[src/rtl/dbdma_pkg.sv]
package dbdma_pkg;

    // control word bit positions
    localparam int B_EN0  = 0;
    localparam int B_DN0  = 1;
    localparam int B_EN1  = 2;
    localparam int B_DN1  = 3;
    localparam int B_ACT  = 4;
    localparam int B_GO   = 5;
    localparam int B_HALT = 6;
    localparam int B_IE   = 7;
    localparam int B_WID  = 9;
    localparam int B_DIR  = 12;
    localparam int B_PHI  = 20;

    localparam logic [31:0] CTRL_WMASK = 32'h00FF_BFBF;

    // register offsets
    localparam int OFS_SET  = 'h00;
    localparam int OFS_CLR  = 'h04;
    localparam int OFS_PER  = 'h08;
    localparam int OFS_A0   = 'h0C;
    localparam int OFS_C0   = 'h10;
    localparam int OFS_A1   = 'h14;
    localparam int OFS_C1   = 'h18;

    typedef struct packed {
        logic cmpl;      // a buffer finished
        logic cmpl_buf;  // which one
        logic swap;      // toggle the active buffer
    } hw_evt_t;

    function automatic logic [1:0] width_shift(input logic [1:0] code);
        case (code)
            2'd0:    return 2'd0;
            2'd1:    return 2'd1;
            default: return 2'd2;
        endcase
    endfunction

endpackage

[src/rtl/dbdma_ctrlreg.sv]
module dbdma_ctrlreg
    import dbdma_pkg::*;
(
    input  logic        clk,
    input  logic        rst,
    input  logic        set_we,
    input  logic        clr_we,
    input  logic [31:0] wdata,
    input  hw_evt_t     evt,
    output logic [31:0] ctrl_q
);

    logic [31:0] ctrl_n;

    always_comb begin
        ctrl_n = ctrl_q;
        if (set_we) ctrl_n = ctrl_n | (wdata & CTRL_WMASK);
        if (clr_we) ctrl_n = ctrl_n & ~(wdata & CTRL_WMASK);
        // hardware events applied last so they win a collision
        if (evt.cmpl) begin
            if (evt.cmpl_buf) begin
                ctrl_n[B_DN1] = 1'b1;
                ctrl_n[B_EN1] = 1'b0;
            end else begin
                ctrl_n[B_DN0] = 1'b1;
                ctrl_n[B_EN0] = 1'b0;
            end
        end
        if (evt.swap) ctrl_n[B_ACT] = ~ctrl_q[B_ACT];
    end

    always_ff @(posedge clk) begin
        if (rst) ctrl_q <= '0;
        else     ctrl_q <= ctrl_n;
    end

    // completion of buffer 0 survives any same-cycle software write
    p_cmpl0_wins_r11: assert property (@(posedge clk) disable iff (rst)
        (evt.cmpl && !evt.cmpl_buf) |=> (ctrl_q[B_DN0] && !ctrl_q[B_EN0]));
    p_cmpl1_wins_r11: assert property (@(posedge clk) disable iff (rst)
        (evt.cmpl && evt.cmpl_buf) |=> (ctrl_q[B_DN1] && !ctrl_q[B_EN1]));
    // a swap flips the active-buffer bit
    p_swap_flips_r7: assert property (@(posedge clk) disable iff (rst)
        evt.swap |=> (ctrl_q[B_ACT] != $past(ctrl_q[B_ACT])));

endmodule

[src/rtl/dbdma_bufregs.sv]
module dbdma_bufregs #(
    parameter int NBUF   = 2,
    parameter int ADDR_W = 32,
    parameter int CNT_W  = 16,
    parameter int HI_W   = 4,
    localparam int SEL_W = (NBUF > 1) ? $clog2(NBUF) : 1
) (
    input  logic                        clk,
    input  logic                        rst,
    input  logic [NBUF-1:0]             addr_we,
    input  logic [NBUF-1:0]             cnt_we,
    input  logic [31:0]                 wdata,
    input  logic                        adv,
    input  logic [SEL_W-1:0]            adv_sel,
    input  logic [2:0]                  step,
    output logic [NBUF-1:0][ADDR_W-1:0] addr_q,
    output logic [NBUF-1:0][CNT_W-1:0]  cnt_q,
    output logic [NBUF-1:0][HI_W-1:0]   hi_q
);

    for (genvar b = 0; b < NBUF; b++) begin : g_buf
        logic hit;
        assign hit = adv && (adv_sel == SEL_W'(b));

        always_ff @(posedge clk) begin
            if (rst) begin
                addr_q[b] <= '0;
                cnt_q[b]  <= '0;
                hi_q[b]   <= '0;
            end else begin
                if (addr_we[b])  addr_q[b] <= wdata[ADDR_W-1:0];
                else if (hit)    addr_q[b] <= addr_q[b] + ADDR_W'(step);
                if (cnt_we[b]) begin
                    cnt_q[b] <= wdata[CNT_W-1:0];
                    hi_q[b]  <= wdata[CNT_W +: HI_W];
                end else if (hit) begin
                    cnt_q[b] <= cnt_q[b] - CNT_W'(1);
                end
            end
        end

        // an acknowledged beat lowers the count by one
        p_cnt_dec_r5: assert property (@(posedge clk) disable iff (rst)
            (hit && !cnt_we[b]) |=> (cnt_q[b] == $past(cnt_q[b]) - CNT_W'(1)));
        // an acknowledged beat raises the address by the step
        p_addr_step_r5: assert property (@(posedge clk) disable iff (rst)
            (hit && !addr_we[b]) |=> (addr_q[b] == $past(addr_q[b]) + ADDR_W'($past(step))));
    end

endmodule

[src/rtl/dbdma_engine.sv]
module dbdma_engine
    import dbdma_pkg::*;
(
    input  logic       clk,
    input  logic       rst,
    input  logic       go,
    input  logic       act,
    input  logic [1:0] en,
    input  logic       cnt_zero,
    input  logic       cnt_one,
    input  logic       dev_req,
    input  logic       mem_ack,
    output logic       busy,
    output logic       adv,
    output hw_evt_t    evt
);

    logic issue;

    assign issue = go && en[act] && !cnt_zero && dev_req && !busy;
    assign adv   = busy && mem_ack;

    always_comb begin
        evt.cmpl     = (adv && cnt_one) || (go && en[act] && cnt_zero && !busy);
        evt.cmpl_buf = act;
        evt.swap     = go && !busy && !en[act] && en[~act];
    end

    always_ff @(posedge clk) begin
        if (rst)          busy <= 1'b0;
        else if (issue)   busy <= 1'b1;
        else if (mem_ack) busy <= 1'b0;
    end

    // a beat stays requested until acknowledged
    p_req_hold_r3: assert property (@(posedge clk) disable iff (rst)
        (busy && !mem_ack) |=> busy);
    // a beat only starts with the peripheral requesting and GO set
    p_issue_gated_r3: assert property (@(posedge clk) disable iff (rst)
        $rose(busy) |-> ($past(dev_req) && $past(go)));

endmodule

[src/rtl/dbdma_channel.sv]
module dbdma_channel
    import dbdma_pkg::*;
#(
    parameter int ADDR_W = 32,
    parameter int CNT_W  = 16,
    parameter int HI_W   = 4,
    parameter int RA_W   = 8
) (
    input  logic                 clk,
    input  logic                 rst,
    input  logic                 reg_wr,
    input  logic [RA_W-1:0]      reg_addr,
    input  logic [31:0]          reg_wdata,
    output logic [31:0]          reg_rdata,
    input  logic                 dev_req,
    output logic [HI_W+ADDR_W-1:0] dev_addr,
    output logic                 mem_req,
    input  logic                 mem_ack,
    output logic [HI_W+ADDR_W-1:0] mem_addr,
    output logic [1:0]           mem_size,
    output logic                 mem_write,
    output logic                 irq,
    output logic [CNT_W+1:0]     residue
);

    localparam int NBUF  = 2;
    localparam int RES_W = CNT_W + 2;

    logic [31:0]                 ctrl_q;
    logic [31:0]                 ctrl_rd;
    logic [ADDR_W-1:0]           per_q;
    logic [NBUF-1:0][ADDR_W-1:0] addr_q;
    logic [NBUF-1:0][CNT_W-1:0]  cnt_q;
    logic [NBUF-1:0][HI_W-1:0]   hi_q;
    logic                        set_we, clr_we, per_we;
    logic [NBUF-1:0]             addr_we, cnt_we;
    logic                        busy, adv, halt, act;
    logic [1:0]                  shamt;
    logic [2:0]                  step;
    hw_evt_t                     evt;

    // register decode
    assign set_we     = reg_wr && (reg_addr == RA_W'(OFS_SET));
    assign clr_we     = reg_wr && (reg_addr == RA_W'(OFS_CLR));
    assign per_we     = reg_wr && (reg_addr == RA_W'(OFS_PER));
    assign addr_we[0] = reg_wr && (reg_addr == RA_W'(OFS_A0));
    assign addr_we[1] = reg_wr && (reg_addr == RA_W'(OFS_A1));
    assign cnt_we[0]  = reg_wr && (reg_addr == RA_W'(OFS_C0));
    assign cnt_we[1]  = reg_wr && (reg_addr == RA_W'(OFS_C1));

    always_ff @(posedge clk) begin
        if (rst)         per_q <= '0;
        else if (per_we) per_q <= reg_wdata[ADDR_W-1:0];
    end

    dbdma_ctrlreg u_ctrl (
        .clk    (clk),
        .rst    (rst),
        .set_we (set_we),
        .clr_we (clr_we),
        .wdata  (reg_wdata),
        .evt    (evt),
        .ctrl_q (ctrl_q)
    );

    assign act   = ctrl_q[B_ACT];
    assign shamt = width_shift(ctrl_q[B_WID +: 2]);
    assign step  = 3'd1 << shamt;

    dbdma_bufregs #(
        .NBUF   (NBUF),
        .ADDR_W (ADDR_W),
        .CNT_W  (CNT_W),
        .HI_W   (HI_W)
    ) u_bufs (
        .clk     (clk),
        .rst     (rst),
        .addr_we (addr_we),
        .cnt_we  (cnt_we),
        .wdata   (reg_wdata),
        .adv     (adv),
        .adv_sel (act),
        .step    (step),
        .addr_q  (addr_q),
        .cnt_q   (cnt_q),
        .hi_q    (hi_q)
    );

    dbdma_engine u_eng (
        .clk      (clk),
        .rst      (rst),
        .go       (ctrl_q[B_GO]),
        .act      (act),
        .en       ({ctrl_q[B_EN1], ctrl_q[B_EN0]}),
        .cnt_zero (cnt_q[act] == '0),
        .cnt_one  (cnt_q[act] == CNT_W'(1)),
        .dev_req  (dev_req),
        .mem_ack  (mem_ack),
        .busy     (busy),
        .adv      (adv),
        .evt      (evt)
    );

    assign halt = !ctrl_q[B_GO] && !busy;

    always_comb begin
        ctrl_rd         = ctrl_q;
        ctrl_rd[B_HALT] = halt;
    end

    function automatic logic [31:0] pack_cnt(input logic [CNT_W-1:0] c,
                                             input logic [HI_W-1:0] h);
        logic [31:0] r;
        r = '0;
        r[CNT_W-1:0]     = c;
        r[CNT_W +: HI_W] = h;
        return r;
    endfunction

    always_comb begin
        case (reg_addr)
            RA_W'(OFS_SET): reg_rdata = ctrl_rd;
            RA_W'(OFS_PER): reg_rdata = 32'(per_q);
            RA_W'(OFS_A0):  reg_rdata = 32'(addr_q[0]);
            RA_W'(OFS_C0):  reg_rdata = pack_cnt(cnt_q[0], hi_q[0]);
            RA_W'(OFS_A1):  reg_rdata = 32'(addr_q[1]);
            RA_W'(OFS_C1):  reg_rdata = pack_cnt(cnt_q[1], hi_q[1]);
            default:        reg_rdata = '0;
        endcase
    end

    assign dev_addr  = {ctrl_q[B_PHI +: HI_W], per_q};
    assign mem_req   = busy;
    assign mem_addr  = {hi_q[act], addr_q[act]};
    assign mem_size  = ctrl_q[B_WID +: 2];
    assign mem_write = ctrl_q[B_DIR];
    assign irq       = ctrl_q[B_IE] && (ctrl_q[B_DN0] || ctrl_q[B_DN1]);
    assign residue   = RES_W'(cnt_q[act]) << shamt;

    // the beat address does not move while waiting for the acknowledge
    p_addr_stable_r4: assert property (@(posedge clk) disable iff (rst)
        (mem_req && !mem_ack && !reg_wr) |=> $stable(mem_addr));
    // halt never reads 1 while a beat is outstanding
    p_no_halt_busy_r8: assert property (@(posedge clk) disable iff (rst)
        mem_req |-> !ctrl_rd[B_HALT]);
    // the interrupt needs its enable
    p_irq_enable_r9: assert property (@(posedge clk) disable iff (rst)
        irq |-> ctrl_q[B_IE]);

endmodule

[config.mk]
export PLATFORM = sky130hd
export DESIGN_NAME = dbdma_channel
export DESIGN_NICKNAME = d
export VERILOG_FILES = /design/src/rtl/dbdma_pkg.sv /design/src/rtl/dbdma_ctrlreg.sv /design/src/rtl/dbdma_bufregs.sv /design/src/rtl/dbdma_engine.sv /design/src/rtl/dbdma_channel.sv
export SDC_FILE = /design/constraint.sdc
export NUM_CORES = 1
export LEC_CHECK = 0
export CORE_ASPECT_RATIO = 0.6
export CORE_MARGIN = 1.5
export CORE_UTILIZATION = 50
export CTS_CLUSTER_DIAMETER = 80
export DETAILED_ROUTE_END_ITERATION = 8
export PLACE_DENSITY_LB_ADDON = 0.12
export SLEW_MARGIN = 20
export SYNTH_ARGS = -nofsm -noshare
export SYNTH_HDL_FRONTEND = slang
export SYNTH_SLANG_ARGS = --single-unit
[constraint.sdc]
create_clock -name clk -period 3.1 [get_ports clk]
set_clock_uncertainty 0.2 [all_clocks]
set_input_delay 0.62 -clock clk [delete_from_list [all_inputs] [get_ports clk]]
set_output_delay 0.62 -clock clk [all_outputs]
set_load 0.02 [all_outputs]
==> key figures <==
Synth
  – Dominant cell type by area after synthesis: dfxtp_1
  – Sequential share of the synthesized area: a little under a third
  – Top-count cell post-synth: dfxtp_1
  – Synthesized area: between 10000 and 15000 um2
  – Yosys warns: 0
  – Most frequent cells after synthesis: 159 x dfxtp_1, 142 x nand2_1, 121 x nor2_1, 80 x a21oi_1, 78 x a211oi_1
  – Count of cell types in the netlist: 74
  – Avg Cell Area, Syn: a little over 8 um2
  – Async SR Flop Fraction: 0%
  – Cell count after synthesis: 1239
  – Top cells by area, synth: dfxtp_1 31%, a211oi_1 5.8%, mux2_2 5.4%
  – Main synth FF type: dfxtp_1
  – Post-synth EDFFs: 0
  – Synthesized net count: about 1300
  – Synth top area share: 31.4%
  – Synthesized flop and latch total: between 150 and 200

Clock tree
  – Clock Path Buffers: 2
  – CTS buffer count: 17
  – CTS sink cnt: about 160
  – Clock Latency Late Sink: 0.44 ns
  – CTS root buffer: clkbuf_16
  – H-tree level count: 4
  – Cts hold-fix bufs: 0
  – Reg clk slew, reported paths: roughly 0.06 ns
  – CTS tree: yes

Route
  – Wire per inst: between 20 and 25 um
  – Vias/cell: approximately 6.4
  – Via count of the routed design: ~11000
  – Residual DRC: 5
  – WL met1: around 17000 um
  – Final ANT Viol Nets: 0
  – Iter 0 DRT Violations: around 1500
  – Wire length on met3: ~5500 um
  – Met2 wire len: approximately 15000 um
  – Total Wirelength: just under 40000 um
  – 1st-pass router iterations: 9
  – Top layer in use: met4

Critical path
  – CP arrival: about 2.3 ns
  – Worst path required time: approximately 2.3 ns
  – Crit path kind: primary input to output pin
  – Worst Path Max Fanout: 5
  – CP Capture Type: output pin
  – Worst setup SP type: primary input

Pwr
  – Pleak: between 0.004 and 0.005 uW
  – Peak VDD IR: roughly 0.38 mV
  – Power density over the cells: approximately 330 nW/um2

STA
  – Relative slew slack: around 36%
  – Minimum clock period: 3.07 ns
  – Final hold vios: 0
  – FMAX: 325 MHz
  – Worst Max-Slew Pin Slew: between 0.9 and 1 ns
  – Hold slack: about 0.28 ns
  – RSZ-0062 raised after global routing: true
  – Final Max Slew Viols: 0
  – Final Cycle Share: between 90 and 100%
  – Final setup violation count: 0

Global route
  – First-pass GRT wire length: around 60000 um
  – Vias in the first global route: between 10000 and 15000
  – Gr ovfl total: 0
  – Initial antenna violation count: 0
  – Largest net degree at the start of global routing: 53
  – GR Util All Layers: ~37%

Min path
  – HP Class: register to register

Placed design
  – DPL Wire Length: roughly 28000 um
  – IO Port Bufs: between 150 and 200
  – Gpl congestion: approximately 0.98

Floorplanning
  – Initial Util: between 50% and 60%
  – Core area: 20000 um2
  – Die Footprint: about 21000 um2
  – IO Count: ~170
  – Die X: 187 um
  – DIE HEIGHT: about 110 um
  – Rows: 40

Final layout
  – Final nets: roughly 1500
  – Fillers: 1636
  – Area growth, synth to finish: 32.1%
  – Final Util: 67.1%
  – Layout cells sized above 1: between 20% and 30%
  – Antenna diodes: 0

Run
  – Max-cap violations: 0

Status
  – Status: finished with violations
  – Failing checks: DRC
## critical path, cell delays in order
cell and delay, ns:
buf_6 0.10, or4_4 0.57, buf_6 0.15, nor4b_4 0.22, buf_6 0.17, buf_12 0.13
a222oi_1 0.09, inv_1 0.09, buf_6 0.11
## path summary, 6_finish.rpt
check	from	to	slack, ns	cells after the start
max	reg_addr[0]	reg_rdata[26]	0.03	9
max reg2reg	register	u_bufs.addr_q[54]$_SDFFE_PP0P_	0.21	9
min reg2reg	per_q[28]$_SDFFE_PP0P_	per_q[28]$_SDFFE_PP0P_	0.28	2
min	per_q[28]$_SDFFE_PP0P_	per_q[28]$_SDFFE_PP0P_	0.28	2
## cell type report
type	count	area (um2)	area share [%]
Inverter	20	75.1	0.560
Multi-Input combinational cell	950	6470	48.3
Tap cell	273	342	2.55
Sequential cell	159	3190	23.8
Clock inverter	10	110	0.821
Clock buffer	22	484	3.61
Timing Repair Buffer	285	2740	20.4
## placed cells by master (no fill, tap or decap), types with 38 or more instances in the layout
cell type,synthesis,final
nor2_1,121,120
clkdlybuf4s50_1,0,129
dfxtp_1,159,157
o21ai_0,49,38
xnor2_1,61,61
mux2_2,49,49
a21oi_1,80,78
nand2_1,142,141
a211oi_1,78,78
buf_4,9,97
## cells by family (layout without fill, tap and decap cells)
group,count (synthesis),in the layout,share of synthesized area (%)
AO/OA/AOI/OAI,338,338,24.0
XOR/XNOR,85,85,7.34
adder cells (fa/ha/maj),9,9,1.08
buffers and inverters,130,337,5.83
flip-flops,159,159,31.4
multiplexers,78,78,8.30
AND/OR/NAND/NOR,440,440,22.1
## where the power goes
part           internal (uW)  leakage (uW)  switching, uW
clock                   1270      0.000284            897
sequential              2050       0.00128           5.92
combinational            103       0.00303            171
total                   3410       0.00459           1070
## stage by stage
step	setup TNS, ns	cell area [um2]	power [uW]	std cells	worst slack (ns)
after global routing	-0.133	13400	4590	1719	-0.0305
after floorplan	0	10100	2190	1239	0.0279
after detailed placement	-24.89	12600	2360	1674	-0.818
final	0	13400	4490	1719	0.0268
after CTS	0	13400	4480	1718	0.0000620
after global placement	-23.06	12600	2350	1674	-0.765
## repair_timing
item | CTS | global route
setup endpoints to repair | 86 | 25
gates resized for setup | 212 | 28
buffers inserted | 11 | 1
pin swaps | 12 | 7
gates cloned | 2 | 0
hold endpoints to repair | 0 | 0
## metal layers
layer  up-vias  track usage [%]
met5         -                0
met3        71             11.1
li1       4966                -
met4         0             11.1
met1      5148             54.6
met2       760             50.3
No activity file was read; power rests on OpenSTA's default activity.
